File: config.mk
export PLATFORM = sky130hd
export DESIGN_NAME = mhr_err_log
export DESIGN_NICKNAME = d
export VERILOG_FILES = /design/src/rtl/mhr_log_pkg.sv /design/src/rtl/mhr_queue.sv /design/src/rtl/mhr_log_regs.sv /design/src/rtl/mhr_err_log.sv
export SDC_FILE = /design/constraint.sdc
export NUM_CORES = 2
export LEC_CHECK = 0
export BUFFER_PORTS_ARGS = -buffer_cell sky130_fd_sc_hd__clkbuf_2
export CAP_MARGIN = 20
export CORE_ASPECT_RATIO = 0.7
export CORE_MARGIN = 8
export CORE_UTILIZATION = 45
export CTS_CLUSTER_DIAMETER = 100
export DETAILED_ROUTE_END_ITERATION = 7
export MAX_ROUTING_LAYER = met4
export SYNTH_ARGS = -nofsm -noshare
export SYNTH_HDL_FRONTEND = slang
export SYNTH_SLANG_ARGS = --single-unit
File: constraint.sdc
create_clock -name clk -period 15.8 [get_ports clk]
set_input_delay 3.95 -clock clk [delete_from_list [all_inputs] [get_ports clk]]
set_output_delay 3.95 -clock clk [all_outputs]
set_load 0.02 [all_outputs]
File: src/rtl/mhr_log_pkg.sv
package mhr_log_pkg;

    localparam int STAT_W    = 32;
    localparam int IDX_W     = $clog2(STAT_W);
    localparam int WORD_W    = 32;
    localparam int LOG_WORDS = 4;
    localparam int LOG_W     = WORD_W * LOG_WORDS;
    localparam int BYTES_PW  = WORD_W / 8;

    // one captured error as it travels from request port to log
    typedef struct packed {
        logic [STAT_W-1:0] status;
        logic [LOG_W-1:0]  hdr;
        logic [LOG_W-1:0]  pfx;
        logic              hdr_vld;
        logic              pfx_pres;
    } err_rec_t;

    // index of the set bit of a one-hot status vector
    function automatic logic [IDX_W-1:0] bit_index(input logic [STAT_W-1:0] v);
        logic [IDX_W-1:0] r;
        r = '0;
        for (int i = 0; i < STAT_W; i++) begin
            if (v[i]) r = IDX_W'(i);
        end
        return r;
    endfunction

    // reverse the byte order inside every word of a log block
    function automatic logic [LOG_W-1:0] swap_words(input logic [LOG_W-1:0] d);
        logic [LOG_W-1:0] r;
        for (int w = 0; w < LOG_WORDS; w++) begin
            for (int b = 0; b < BYTES_PW; b++) begin
                r[w*WORD_W + b*8 +: 8] = d[w*WORD_W + (BYTES_PW-1-b)*8 +: 8];
            end
        end
        return r;
    endfunction

endpackage

File: src/rtl/mhr_queue.sv
module mhr_queue
    import mhr_log_pkg::*;
#(
    parameter int DEPTH = 4
) (
    input  logic              clk,
    input  logic              rst,
    input  logic              push,
    input  err_rec_t          push_rec,
    input  logic              pop,
    input  logic              flush,
    output err_rec_t          head_rec,
    output logic              empty,
    output logic              full,
    output logic [STAT_W-1:0] pend_mask
);

    localparam int PTR_W = (DEPTH > 1) ? $clog2(DEPTH) : 1;
    localparam int CNT_W = $clog2(DEPTH + 1);
    localparam logic [PTR_W-1:0] LAST = PTR_W'(DEPTH - 1);
    localparam logic [CNT_W-1:0] FULL_CNT = CNT_W'(DEPTH);

    err_rec_t          slots [DEPTH];
    logic [PTR_W-1:0]  head, tail;
    logic [CNT_W-1:0]  count;
    logic [DEPTH-1:0]  live;

    function automatic logic [PTR_W-1:0] wrap_inc(input logic [PTR_W-1:0] p);
        return (p == LAST) ? '0 : p + 1'b1;
    endfunction

    assign empty    = (count == '0);
    assign full     = (count == FULL_CNT);
    assign head_rec = slots[head];

    always_ff @(posedge clk) begin
        if (rst || flush) begin
            head  <= '0;
            tail  <= '0;
            count <= '0;
        end else begin
            if (push) tail <= wrap_inc(tail);
            if (pop)  head <= wrap_inc(head);
            case ({push, pop})
                2'b10:   count <= count + 1'b1;
                2'b01:   count <= count - 1'b1;
                default: count <= count;
            endcase
        end
    end

    always_ff @(posedge clk) begin
        if (push && !flush) slots[tail] <= push_rec;
    end

    // a slot is occupied when its distance from the head is below the count
    for (genvar g = 0; g < DEPTH; g++) begin : g_slot
        assign live[g] = CNT_W'((g + DEPTH - int'(head)) % DEPTH) < count;
    end

    always_comb begin
        pend_mask = '0;
        for (int i = 0; i < DEPTH; i++) begin
            if (live[i]) pend_mask = pend_mask | slots[i].status;
        end
    end

    AST_Q_NO_PUSH_FULL: assert property (@(posedge clk) disable iff (rst)
        push |-> (!full || pop));
    AST_Q_NO_POP_EMPTY: assert property (@(posedge clk) disable iff (rst)
        pop |-> !empty);
    AST_Q_COUNT_RANGE: assert property (@(posedge clk) disable iff (rst)
        count <= FULL_CNT);
    AST_Q_FLUSH_EMPTIES: assert property (@(posedge clk) disable iff (rst)
        flush |=> empty);

endmodule

File: src/rtl/mhr_log_regs.sv
module mhr_log_regs
    import mhr_log_pkg::*;
(
    input  logic             clk,
    input  logic             rst,
    input  logic             load,
    input  logic             clear,
    input  err_rec_t         rec,
    input  logic             pfx_support_en,
    output logic [IDX_W-1:0] fep,
    output logic             pfx_flag,
    output logic [LOG_W-1:0] hdr_log,
    output logic [LOG_W-1:0] pfx_log
);

    logic take_pfx;

    assign take_pfx = rec.pfx_pres && pfx_support_en;

    always_ff @(posedge clk) begin
        if (rst || clear) begin
            fep      <= '0;
            pfx_flag <= 1'b0;
            hdr_log  <= '0;
            pfx_log  <= '0;
        end else if (load) begin
            fep      <= bit_index(rec.status);
            hdr_log  <= rec.hdr_vld ? swap_words(rec.hdr) : '0;
            pfx_flag <= take_pfx;
            pfx_log  <= take_pfx ? swap_words(rec.pfx) : '0;
        end
    end

    AST_LOAD_CLEAR_EXCL: assert property (@(posedge clk) disable iff (rst)
        !(load && clear));
    AST_CLEAR_ZEROES: assert property (@(posedge clk) disable iff (rst)
        clear |=> (fep == '0 && hdr_log == '0 && !pfx_flag));
    AST_PFX_FLAG_GATES: assert property (@(posedge clk) disable iff (rst)
        !pfx_flag |-> (pfx_log == '0));
    AST_HDR_ZERO_NOVLD: assert property (@(posedge clk) disable iff (rst)
        (load && !rec.hdr_vld) |=> (hdr_log == '0));
    AST_HOLD_IDLE: assert property (@(posedge clk) disable iff (rst)
        (!load && !clear) |=> ($stable(fep) && $stable(hdr_log)));

endmodule

File: src/rtl/mhr_err_log.sv
module mhr_err_log
    import mhr_log_pkg::*;
#(
    parameter int QDEPTH = 4
) (
    input  logic          clk,
    input  logic          rst,
    input  logic          mhr_enable_req,
    input  logic          pfx_support_en,
    input  logic          req_valid,
    input  logic [31:0]   req_status,
    input  logic [127:0]  req_hdr,
    input  logic [127:0]  req_pfx,
    input  logic          req_hdr_vld,
    input  logic          req_pfx_pres,
    input  logic [31:0]   stat_cur,
    input  logic          stat_wr,
    input  logic [31:0]   stat_new,
    output logic          mhr_capable,
    output logic          mhr_enabled,
    output logic [4:0]    fep,
    output logic          pfx_log_present,
    output logic [127:0]  hdr_log,
    output logic [127:0]  pfx_log,
    output logic          ovf_pulse,
    output logic          reassert_valid,
    output logic [31:0]   reassert_mask
);

    localparam bit CAPABLE = (QDEPTH > 0);

    err_rec_t          req_rec, head_rec, load_rec;
    logic              q_empty, q_full;
    logic [STAT_W-1:0] q_pend;
    logic              fep_live_now, fep_live_after;
    logic              wr_cleared, take_req, queue_it;
    logic              q_push, q_pop, q_flush;
    logic              log_load, log_clear, do_reassert;

    assign mhr_capable = CAPABLE;
    assign mhr_enabled = mhr_enable_req && CAPABLE;

    assign req_rec = '{status:   req_status,
                       hdr:      req_hdr,
                       pfx:      req_pfx,
                       hdr_vld:  req_hdr_vld,
                       pfx_pres: req_pfx_pres};

    // status bit under the pointer, seen before and after a software write
    assign fep_live_now   = stat_cur[fep];
    assign fep_live_after = stat_new[fep];

    // a software write wins over a request in the same cycle
    assign wr_cleared  = stat_wr && !fep_live_after;
    assign take_req    = req_valid && !stat_wr;
    assign queue_it    = take_req && mhr_enabled && fep_live_now;

    assign q_push      = queue_it && !q_full;
    assign q_pop       = wr_cleared && mhr_enabled && !q_empty;
    assign q_flush     = stat_wr && fep_live_after && !mhr_enabled;
    assign do_reassert = stat_wr && mhr_enabled && !q_empty;

    assign log_load    = (take_req && !queue_it) || q_pop;
    assign log_clear   = wr_cleared && !q_pop;
    assign load_rec    = q_pop ? head_rec : req_rec;

    if (CAPABLE) begin : g_queue
        mhr_queue #(.DEPTH(QDEPTH)) u_queue (
            .clk       (clk),
            .rst       (rst),
            .push      (q_push),
            .push_rec  (req_rec),
            .pop       (q_pop),
            .flush     (q_flush),
            .head_rec  (head_rec),
            .empty     (q_empty),
            .full      (q_full),
            .pend_mask (q_pend)
        );
    end else begin : g_noqueue
        assign head_rec = '0;
        assign q_empty  = 1'b1;
        assign q_full   = 1'b1;
        assign q_pend   = '0;
    end

    mhr_log_regs u_log (
        .clk            (clk),
        .rst            (rst),
        .load           (log_load),
        .clear          (log_clear),
        .rec            (load_rec),
        .pfx_support_en (pfx_support_en),
        .fep            (fep),
        .pfx_flag       (pfx_log_present),
        .hdr_log        (hdr_log),
        .pfx_log        (pfx_log)
    );

    always_ff @(posedge clk) begin
        if (rst) begin
            ovf_pulse      <= 1'b0;
            reassert_valid <= 1'b0;
            reassert_mask  <= '0;
        end else begin
            ovf_pulse      <= queue_it && q_full;
            reassert_valid <= do_reassert;
            reassert_mask  <= do_reassert ? q_pend : '0;
        end
    end

    AST_REQ_ONEHOT: assert property (@(posedge clk) disable iff (rst)
        req_valid |-> ($countones(req_status) == 1));
    AST_OVF_NEEDS_FULL: assert property (@(posedge clk) disable iff (rst)
        ovf_pulse |-> $past(q_full && req_valid));
    AST_REASSERT_NONZERO: assert property (@(posedge clk) disable iff (rst)
        reassert_valid |-> (reassert_mask != '0));
    AST_NO_QUEUE_WHEN_OFF: assert property (@(posedge clk) disable iff (rst)
        !mhr_enabled |-> !q_push);
    AST_WRITE_WINS: assert property (@(posedge clk) disable iff (rst)
        (stat_wr && req_valid && fep_live_after) |=> $stable(fep));

endmodule

==> results.toml <==
[placed_design]
placed_cell_area_sq_mm = 0.0614
hpwl_um = 89600
port_buffers = 656
globalplace.congestion = 0.837

[floorplan]
pin_count = 658
start_util_pct = 45.1
core_area_sq_mm = 0.126
die_h_um = 313
rows = 109
die_area_sq_mm = 0.138
die_w_um = 440

[pwr]
switching_power_uw = 1780
p_comb_share_pct = 5.3
clockPowerShare_pct = 42.0
peakVddDrop_mv = 0.108
internal_power_uw = 6250
seqPwrFrac_pct = 52.7
p_leak_uw = 0.0229
p_per_area_mw_per_mm2 = 122
p_sw_share_pct = 22.2

[final_layout]
drive_above_1_share_pct = 28.1
nFillCells = 10400
fin_nets = 4612
synthToLayoutAreaGrowth_pct = 16.7
design_area_sq_mm = 0.0661

[synthesis]
synthDistinctLibCells = 59
ys_seq_area_share_pct = 72.3
synthesis.nets = 4003
syn_area_sq_mm = 0.0567
async_flop_share_pct = 0
synthCells = 3632
syn_area_per_cell_sq_um = 15.6
ys_ff_latch = 1465
synth_edf_count = 1160
synthTopCellsByArea = "edfxtp_1 (61%), mux4_2 (12%), dfxtp_1 (11%)"
ys.warnings.count = 0
yosysTopAreaCell = "edfxtp_1"
yosysTopAreaCellShare_pct = 61.5
synth-main-ff-cell = "edfxtp_1"

[worst_setup_path]
cpMostUsedCell = "clkbuf_2"
critical_path_class = "in -> out"
critPathArrivalTime_ns = 4.29
cp.required_ns = 11.85
cp_top_family = "buffers and inverters"
cp_slowest_cell = "clkbuf_2"
slowest_delay_ns = 0.19
worst_setup_path_end_kind = "output pin"
crit_path_max_fanout = 5
startpoint_type = "primary input"
cp_cell_sequence = "clkbuf_2, clkbuf_2"
path_buf_inv = 2

[route]
routed_via_density = 5.55
first_pass_iters = 6
ant_nets = 0
drc = 0
drt_iter0_markers = 2932
wl_per_cell_um = 24.8
dr_wl_met2_um = 71900
topRoutingLayerUsed = "met4"
drt-total-wl_um = 150000
dr_wl_met3_um = 10600
vias = 33600
wl_met1_um = 64100

[flow_run]
max_cap_viol_count = 0

[clocking]
clock_sinks = 1465
cts.clk_slew.worst_paths_ns = 0.06
cts_tree = "built"
ctsLongestPathBuffers = 3
post_cts_resized = 0
cts_setup_buffers = 0
ctsRootBufferMaster = "clkbuf_16"
worst_skew_pair.late_latency_ns = 0.79
cts_hold_buf = 0
cts_buffers = 141
h-tree-depth = 4

[sta]
finalCritPeriodShare_pct = 52.1
final_hold_viol_count = 0
worst_slew_pin_slew_ns = 1.25
rsz0062_at_grt = "no"
maxSlewViolCount = 0
slew_headroom_pct = 17.0
tns_ns = 0
fin_skew_ns = 0.0371
fin_crit_ns = 8.24
max_freq_mhz = 121
setup_viol = 0

[grt]
grt_use_total_pct = 21.9
grt_pass1_vias = 33900
grt_overflow = 0
antenna_found_initial = 30
grt_max_degree = 159
grt_pass1_wl_um = 224000

[run_status]
status = "finished, final reports clean"

[min_path]
hp-class = "reg -> reg"
[cell usage after synthesis (all sizes together), types with 5 or more instances]
master,instances
inv,28
edfxtp,1160
mux4,299
nor4,8
nand2,659
a22oi,198
o21ai,6
buf,82
nor2b,5
dfxtp,305
and2,5
clkbuf,154
mux2i,22
a21oi,311
nand3,9
or2,5
nor3,9
nor2,296
nand2b,5
a211oi,7
ha,10
[through the flow]
step	setup WS (ns)	power, uW	hold slack [ns]	instances	util (%)
global placement	6.82	4740	0.441	5761	48.9
finish	7.56	8030	0.462	6053	52.6
CTS	7.55	8120	0.465	6025	52.6
global route	7.54	8300	0.502	6053	52.6
floorplan	3.37	4560	0.483	3632	-
detailed placement	6.72	4750	0.456	5762	48.9
[final timing paths]
path              cells past startpoint  slack [ns]      startpoint           endpoint
setup / recovery                      2        7.56  mhr_enable_req        mhr_enabled
setup reg to reg                     11        9.99    u_log.fep[0]  u_log.pfx_log[25]
hold / removal                        2        0.46  u_log.pfx_flag     u_log.pfx_flag
hold reg to reg                       2        0.46  u_log.pfx_flag     u_log.pfx_flag
[cell type report]
cell class / instances / area [sq um] / share of cell area [%]
timing repair buffer: 702 / 3740 / 5.65
tap: 1665 / 2080 / 3.15
sequential: 1465 / 40900 / 61.9
multi-input combinational: 1903 / 14500 / 22.0
antenna: 27 / 67.6 / 0.102
inverter: 28 / 113 / 0.170
clock buffer: 202 / 4060 / 6.14
clock inverter: 61 / 579 / 0.876
[sequential cells by signal, indices dropped and copies added, names as in the netlist, named ones only]
name,count
g_queue.u_queue.count,3
g_queue.u_queue.head,2
g_queue.u_queue.slots,1160
g_queue.u_queue.tail,2
ovf_pulse,1
reassert_mask,32
reassert_valid,1
u_log.fep,5
u_log.hdr_log,128
u_log.pfx_flag,1
u_log.pfx_log,128
[power by group through the flow]
stage | clock network [uW] | registers, uW | logic, uW
after floorplan | 0 | 4340 | 214
after global placement | 0 | 4320 | 423
after detailed placement | 0 | 4320 | 428
after CTS | 3450 | 4230 | 429
after global routing | 3590 | 4240 | 465
final | 3370 | 4230 | 425
[cell usage in the layout, fill, tap and decap left out, types with 4 or more instances in the layout]
cell type / n
diode_2: 27
dfxtp_1: 303
nor3_1: 9
a21oi_1: 311
clkbuf_16: 148
o21a_1: 4
inv_6: 5
or3_1: 4
bufinv_16: 6
and2_4: 4
clkbuf_2: 656
buf_4: 38
nor4_1: 8
nand3_1: 9
a211oi_1: 7
inv_1: 27
nand2b_1: 4
ha_1: 10
or2_2: 5
clkinv_1: 20
edfxtp_1: 1160
mux2i_1: 22
clkinv_8: 5
clkinv_2: 15
a22oi_1: 196
nor2_1: 295
clkbuf_8: 15
clkbuf_1: 39
nand2_1: 658
nor2b_1: 4
mux4_2: 299
o21ai_0: 6
buf_12: 7
[cells by family after synthesis]
| logic type | share of synthesized area, % |
|---|---|
| flops | 72.3 |
| simple gates | 6.97 |
| compound gates | 6.03 |
| mux | 12.3 |
| buf+inv | 2.16 |
| fa+ha+maj | 0.256 |
| xor+xnor | 0.0464 |
| other cells | 0.00662 |
[metal layers]
| layer | vias up | GRT usage [%] |
|---|---|---|
| met5 | - | - |
| met4 | 0 | 6.08 |
| met3 | 190 | 5.09 |
| met2 | 1112 | 34.1 |
| met1 | 17200 | 29.2 |
| li1 | 15100 | - |
[worst reg2reg max path, cell delays in order, from the launching register on]
cell and delay (ns):
dfxtp_1 0.87, nor2b_1 0.30, a22oi_1 0.45, nand3_1 0.12
and4_1 0.31, nand2_4 0.39, inv_8 0.34, nor2_4 0.84
buf_4 0.85, buf_4 0.85, a22oi_1 0.26, nor2_1 0.13
(Power assumes the default switching activity.)
